`src/rtl/tri_mode_timer.sv`:
```
module tri_mode_timer #(
  parameter int CNT_W = 24,
  parameter int DIV_W = 3,
  parameter int AW    = 8
) (
  input  logic          clk,
  input  logic          rst,
  input  logic [AW-1:0] bus_addr,
  input  logic [31:0]   bus_wdata,
  input  logic [3:0]    bus_be,
  input  logic          bus_we,
  output logic [31:0]   bus_rdata,
  input  logic          ext_tick,
  output logic          irq,
  output logic          pulse_out
);
  localparam int CMP_BYTES = CNT_W / 8;
  localparam int PRE_W = 2 ** DIV_W;
  localparam logic [AW-1:0] A_CTRL = AW'(8'h00), A_STAT = AW'(8'h04),
    A_CMPA = AW'(8'h08), A_CMPB = AW'(8'h0C), A_IVAL = AW'(8'h10),
    A_DIV = AW'(8'h20), A_PULS = AW'(8'h30), A_WDOG = AW'(8'h40),
    A_CNT = AW'(8'hF0);

  logic [7:0]       ctrl_q;
  logic [3:0]       flag_q;
  logic [CNT_W-1:0] cmp_a, cmp_b, cnt_q, cnt_d, cnt_nx;
  logic             iv_ie, iv_zc, pg_ae, pg_be, pg_init, wd_ie, wd_dis, wd_bit0;
  logic [DIV_W-1:0] div_q;
  logic [PRE_W-1:0] pre_q, pre_lim;
  logic             ff_q, irq_q, tick, tog, irq_ev;
  logic [3:0]       ev;

  wire en       = ctrl_q[7];
  wire [1:0] md = ctrl_q[1:0];
  wire ctrl_wr  = bus_we && bus_addr == A_CTRL && bus_be[0];
  wire stat_wr  = bus_we && bus_addr == A_STAT;
  wire cnt_clr  = ctrl_wr && !bus_wdata[7] && bus_wdata[5];

  assign pre_lim = PRE_W'((32'd2 << div_q) - 32'd1);
  assign tick    = ctrl_q[2] ? ext_tick : (!ctrl_q[6] || pre_q == pre_lim);
  assign cnt_nx  = cnt_q + CNT_W'(1);

  always_comb begin
    cnt_d = cnt_q;
    ev    = '0;
    tog   = 1'b0;
    if (tick) begin
      case (md)
        2'd0: if (en && cnt_q != cmp_a) begin
          if (cnt_nx == cmp_a) begin
            ev[0] = 1'b1;
            cnt_d = iv_zc ? '0 : cmp_a;
          end else cnt_d = cnt_nx;
        end
        2'd1: if (en) begin
          if (cnt_nx == cmp_a) begin
            ev[1] = 1'b1;
            tog   = 1'b1;
            cnt_d = cnt_nx;
          end else if (cnt_nx == cmp_b) begin
            ev[2] = 1'b1;
            tog   = 1'b1;
            cnt_d = '0;
          end else cnt_d = cnt_nx;
        end
        2'd2: if (en || !wd_dis) begin
          if (cnt_nx == cmp_a) begin
            ev[3] = 1'b1;
            cnt_d = '0;
          end else cnt_d = cnt_nx;
        end
        default: cnt_d = cnt_q;
      endcase
    end
  end

  assign irq_ev = (ev[0] & iv_ie) | (ev[1] & pg_ae) | (ev[2] & pg_be) | (ev[3] & wd_ie);

  always_ff @(posedge clk) begin
    if (rst) begin
      ctrl_q <= '0;
      flag_q <= '0;
      cnt_q  <= '0;
      pre_q  <= '0;
      irq_q  <= 1'b0;
      ff_q   <= pg_init;
    end else begin
      if (ctrl_wr) ctrl_q <= bus_wdata[7:0] & 8'hEF;
      cnt_q <= cnt_clr ? '0 : cnt_d;
      if (ctrl_wr || pre_q == pre_lim) pre_q <= '0;
      else pre_q <= pre_q + PRE_W'(1);
      if (stat_wr) begin
        flag_q <= '0;
        irq_q  <= 1'b0;
      end else begin
        flag_q <= flag_q | ev;
        irq_q  <= irq_q | irq_ev;
      end
      if (tog) ff_q <= ~ff_q;
    end
  end

  always_ff @(posedge clk) begin
    if (rst) begin
      {iv_ie, iv_zc, pg_ae, pg_be, pg_init, wd_ie, wd_dis, wd_bit0} <= '0;
      div_q <= '0;
    end else if (bus_we) begin
      if (bus_addr == A_IVAL && bus_be[1]) iv_ie <= bus_wdata[15];
      if (bus_addr == A_IVAL && bus_be[0]) iv_zc <= bus_wdata[0];
      if (bus_addr == A_DIV && bus_be[0])  div_q <= bus_wdata[DIV_W-1:0];
      if (bus_addr == A_PULS && bus_be[1]) {pg_be, pg_ae} <= bus_wdata[15:14];
      if (bus_addr == A_PULS && bus_be[0]) pg_init <= bus_wdata[0];
      if (bus_addr == A_WDOG && bus_be[1]) wd_ie <= bus_wdata[15];
      if (bus_addr == A_WDOG && bus_be[0]) {wd_dis, wd_bit0} <= {bus_wdata[7], bus_wdata[0]};
    end
  end

  for (genvar b = 0; b < CMP_BYTES; b++) begin : g_cmp_lane
    always_ff @(posedge clk) begin
      if (rst) begin
        cmp_a[8*b +: 8] <= 8'hFF;
        cmp_b[8*b +: 8] <= 8'hFF;
      end else if (bus_we && bus_be[b]) begin
        if (bus_addr == A_CMPA) cmp_a[8*b +: 8] <= bus_wdata[8*b +: 8];
        if (bus_addr == A_CMPB) cmp_b[8*b +: 8] <= bus_wdata[8*b +: 8];
      end
    end
  end

  always_comb begin
    case (bus_addr)
      A_CTRL:  bus_rdata = {24'b0, ctrl_q};
      A_STAT:  bus_rdata = {28'b0, flag_q};
      A_CMPA:  bus_rdata = 32'(cmp_a);
      A_CMPB:  bus_rdata = 32'(cmp_b);
      A_IVAL:  bus_rdata = {16'b0, iv_ie, 14'b0, iv_zc};
      A_DIV:   bus_rdata = 32'(div_q);
      A_PULS:  bus_rdata = {16'b0, pg_be, pg_ae, 13'b0, pg_init};
      A_WDOG:  bus_rdata = {16'b0, wd_ie, 7'b0, wd_dis, 6'b0, wd_bit0};
      A_CNT:   bus_rdata = 32'(cnt_q);
      default: bus_rdata = '0;
    endcase
  end

  assign irq       = irq_q;
  assign pulse_out = ff_q;
endmodule

```
`config.mk`:
```
export PLATFORM = sky130hd
export DESIGN_NAME = tri_mode_timer
export DESIGN_NICKNAME = d
export VERILOG_FILES = /design/src/rtl/tri_mode_timer.sv
export SDC_FILE = /design/constraint.sdc
export NUM_CORES = 1
export LEC_CHECK = 0
export BUFFER_PORTS_ARGS = -buffer_cell sky130_fd_sc_hd__clkbuf_2
export CORE_MARGIN = 2
export CORE_UTILIZATION = 55
export CTS_BUF_LIST = sky130_fd_sc_hd__clkbuf_8 sky130_fd_sc_hd__clkbuf_16
export DETAILED_ROUTE_END_ITERATION = 7
export GPL_ROUTABILITY_DRIVEN = 0
export PLACE_DENSITY_LB_ADDON = 0.25
export SLEW_MARGIN = 5
export SYNTH_ARGS = -nofsm -noshare
export SYNTH_HDL_FRONTEND = slang
export SYNTH_SLANG_ARGS = --single-unit
```
`constraint.sdc`:
```
create_clock -name clk -period 4.1 [get_ports clk]
set_input_delay 0.82 -clock clk [delete_from_list [all_inputs] [get_ports clk]]
set_output_delay 0.82 -clock clk [all_outputs]
set_load 0.05 [all_outputs]
```
==> results.py <==
metrics = {
    "status": {
        "status": "finished, final reports clean",
    },
    "worst_setup_path": {
        "crit_fanout": 12,
        "critPathSlowestCell": "a2111oi_2",
        "crit_required_ns": 4.37,
        "crit_chain": "xor2_1, nor4b_1, nand4_1, o31ai_1, a2111oi_2, buf_4, nand2b_1, o21ai_0, a21bo_2",
        "critical_path_buf_inv_count": 1,
        "end_kind": "register",
        "worstSetupPathType": "register to register",
        "critPathLaunchType": "register",
        "cpPeakStageDelay_ns": 0.89,
        "cp_top_family": "compound AO/OA/AOI/OAI gates",
        "worstPathArrival_ns": 4.22,
    },
    "synth": {
        "ys_types": 83,
        "synth.avg_cell_area_um2": 8.06,
        "synth_edf_count": 1,
        "seq_area_frac_synth": 0.276,
        "synthCells": 942,
        "synthFlopType": "dfxtp_1",
        "syn_area_um2": 7590,
        "async_flop_share": 0,
        "ys_seq_elements": 104,
        "yosysWarnings": 0,
    },
    "layout": {
        "stdcell_count": 1181,
        "final_nets": 1054,
        "final_cell_mix": "nand2_1 (110), dfxtp_1 (103), mux2i_1 (68)",
        "drive_gt1_frac": 0.162,
        "n_antenna_cell": 0,
        "fin_util": 0.638,
        "syn_to_final_growth_pct": 12.1,
        "final_common_cell": "nand2_1",
    },
    "drt": {
        "remaining_drc_errors": 0,
        "wl_per_cell_um": 20.5,
        "drt_first_pass_iters": 5,
        "via_per_inst": 6.49,
        "dr.first_iter.drc_count": 1016,
        "detail-route-antenna-nets": 0,
        "dr_total_vias": 7667,
        "wirelength_mm": 24.2,
    },
    "global_route": {
        "grt_pass1_wl_mm": 38.3,
        "grt-ovfl-total": 0,
        "grt_max_degree": 40,
        "grt_pass1_vias": 6957,
        "antenna_found_initial": 0,
        "grt_util_all_layers": 0.337,
    },
    "floorplan": {
        "start_util": 0.569,
        "fp.coreArea_um2": 13300,
        "dieWidth_um": 121,
        "io-pin-count": 82,
        "die_area_um2": 14800,
        "die_y_um": 121,
        "rows": 42,
    },
    "clock_tree": {
        "numCtsBuffers": 9,
        "postCtsHoldBufs": 0,
        "cts_tree": "built",
        "clock_latency_ns": 0.37,
        "clkTransAtPathRegs_ns": 0.08,
        "post_cts_buffers": 0,
        "htree_levels": 3,
        "cts_buffer_depth": 2,
        "clock_sinks": 104,
        "root_buffer": "clkbuf_16",
    },
    "sta": {
        "worstMarginPinSlew_ns": 1.02,
        "finClkSkew_ns": 0.00808,
        "min_period_ns": 3.95,
        "slew_headroom": 0.322,
        "fin_hold_ws_ns": 0.467,
        "rsz0062_at_grt": "no",
        "fmax_mhz": 253,
        "hold_viol_final": 0,
        "fin_crit_sh": 0.964,
        "fin_setup_tns_ns": 0,
        "finalSetupViolCount": 0,
        "drv_slew": 0,
    },
    "power_and_ir_drop": {
        "total_power_mw": 2.10,
        "ir_drop_uv": 192,
        "p_per_area_nw_per_um2": 247,
        "leakage_nw": 3.13,
    },
    "flow_run": {
        "maxCapViolCount": 0,
    },
    "place": {
        "dp.cells": 1165,
        "numPortBuffers": 64,
        "hpwl_mm": 17.9,
    },
    "worst_hold_path": {
        "holdCritPathClass": "register to register",
    },
}
-- cell families (layout without fill, tap and decap cells) --
family | count (synthesis) | count (layout) | share of synthesized area
simple gates | 354 | 354 | 0.241
compound gates | 228 | 228 | 0.219
flops | 104 | 104 | 0.276
buf+inv | 102 | 158 | 0.0630
xor+xnor | 74 | 74 | 0.0928
mux | 73 | 73 | 0.0986
fa+ha+maj | 6 | 6 | 0.00989
other cells | 1 | 8 | 0.000494
-- layout make-up --
class / count / area (µm²)
clock buffers: 11 / 253
clock inverters: 5 / 63.8
fillers: 1219 / 4840
inverters: 27 / 101
multi-input cells: 743 / 5070
flip-flops and latches: 104 / 2090
well taps: 176 / 220
repair buffers: 115 / 716
-- synth_stat cells, types with 5 or more instances --
cell,instances,share of area
o31a_1,5,0.0058
xor2_1,35,0.040
and4_1,5,0.0058
o2bb2ai_1,6,0.0069
o221ai_1,6,0.0069
and2_1,8,0.0066
ha_1,6,0.0099
mux2i_1,68,0.090
nor2_1,67,0.033
a21oi_1,32,0.021
o21ai_0,49,0.032
a22oi_1,8,0.0079
o21a_1,9,0.0089
nand2b_1,6,0.0049
clkbuf_1,39,0.019
xnor2_1,35,0.040
inv_1,26,0.013
dfxtp_1,103,0.27
nor4_1,17,0.014
a21boi_0,6,0.0059
nand4_1,17,0.014
nor2b_1,26,0.021
a211o_1,26,0.030
or3_1,10,0.0082
buf_4,14,0.014
nand2_1,110,0.054
and3_1,15,0.012
a221o_1,5,0.0066
nand3_1,33,0.022
buf_2,15,0.0099
a311oi_1,7,0.0081
o31ai_1,9,0.0089
o211ai_1,11,0.011
nor3_1,15,0.0099
-- per-stage QoR --
step	area [µm²]	setup slack, ns
detailed placement	8190	0.279
finish	8510	0.149
global placement	8190	0.292
global route	8510	0.00431
floorplan	7620	0.307
CTS	8510	0.236
-- power by group --
part	switching [mW]	internal, mW	leakage (nW)	total [mW]
combinational	0.0948	0.0418	2.13	0.137
clock	0.432	0.513	0.158	0.946
sequential	0.00571	1.02	0.842	1.02
total	0.533	1.57	3.13	2.10
-- state kept, by name, summed over array words and instances, names as in the netlist --
register and flops:
cmp_a 24, cmp_b 24, cnt_q 24, pre_q 8, ctrl_q 7, flag_q 4, div_q 3, irq 1
iv_ie 1, iv_zc 1, pg_ae 1, pg_be 1, pg_init 1, pulse_out 1, wd_bit0 1, wd_dis 1
wd_ie 1
-- worst register-to-register path, stage by stage (launching register included) --
cell	delay, ns
dfxtp_1	0.50
xor2_1	0.56
nor4b_1	0.19
nand4_1	0.18
o31ai_1	0.15
a2111oi_2	0.89
buf_4	0.31
nand2b_1	0.59
o21ai_0	0.23
a21bo_2	0.25
-- path summary, 6_finish.rpt --
kind                                        startpoint                endpoint  slack, ns  depth (start not counted)
worst min-delay path            ctrl_q[3]$_SDFFE_PP0P_  ctrl_q[3]$_SDFFE_PP0P_       0.47                          2
worst max-delay path            cnt_q[23]$_SDFFE_PP0P_  cnt_q[22]$_SDFFE_PP0P_       0.15                          9
worst min register to register  ctrl_q[3]$_SDFFE_PP0P_  ctrl_q[3]$_SDFFE_PP0P_       0.47                          2
worst max register to register  cnt_q[23]$_SDFFE_PP0P_  cnt_q[22]$_SDFFE_PP0P_       0.15                          9
-- routing by layer --
layer | vias up | part of all wire | global-route usage
met5 | - | 0 | 0
met2 | 444 | 0.43 | 0.500
li1 | 3550 | - | -
met3 | 53 | 0.11 | 0.0583
met1 | 3620 | 0.43 | 0.486
met4 | 0 | 0.030 | 0.129
-- what timing repair did --
item / in CTS / in global routing
hold endpoints to repair: 0 / 0
resized for setup: 0 / 1
setup endpoints to repair: 0 / 7
Note: power is estimated with default switching activity, not from simulation.
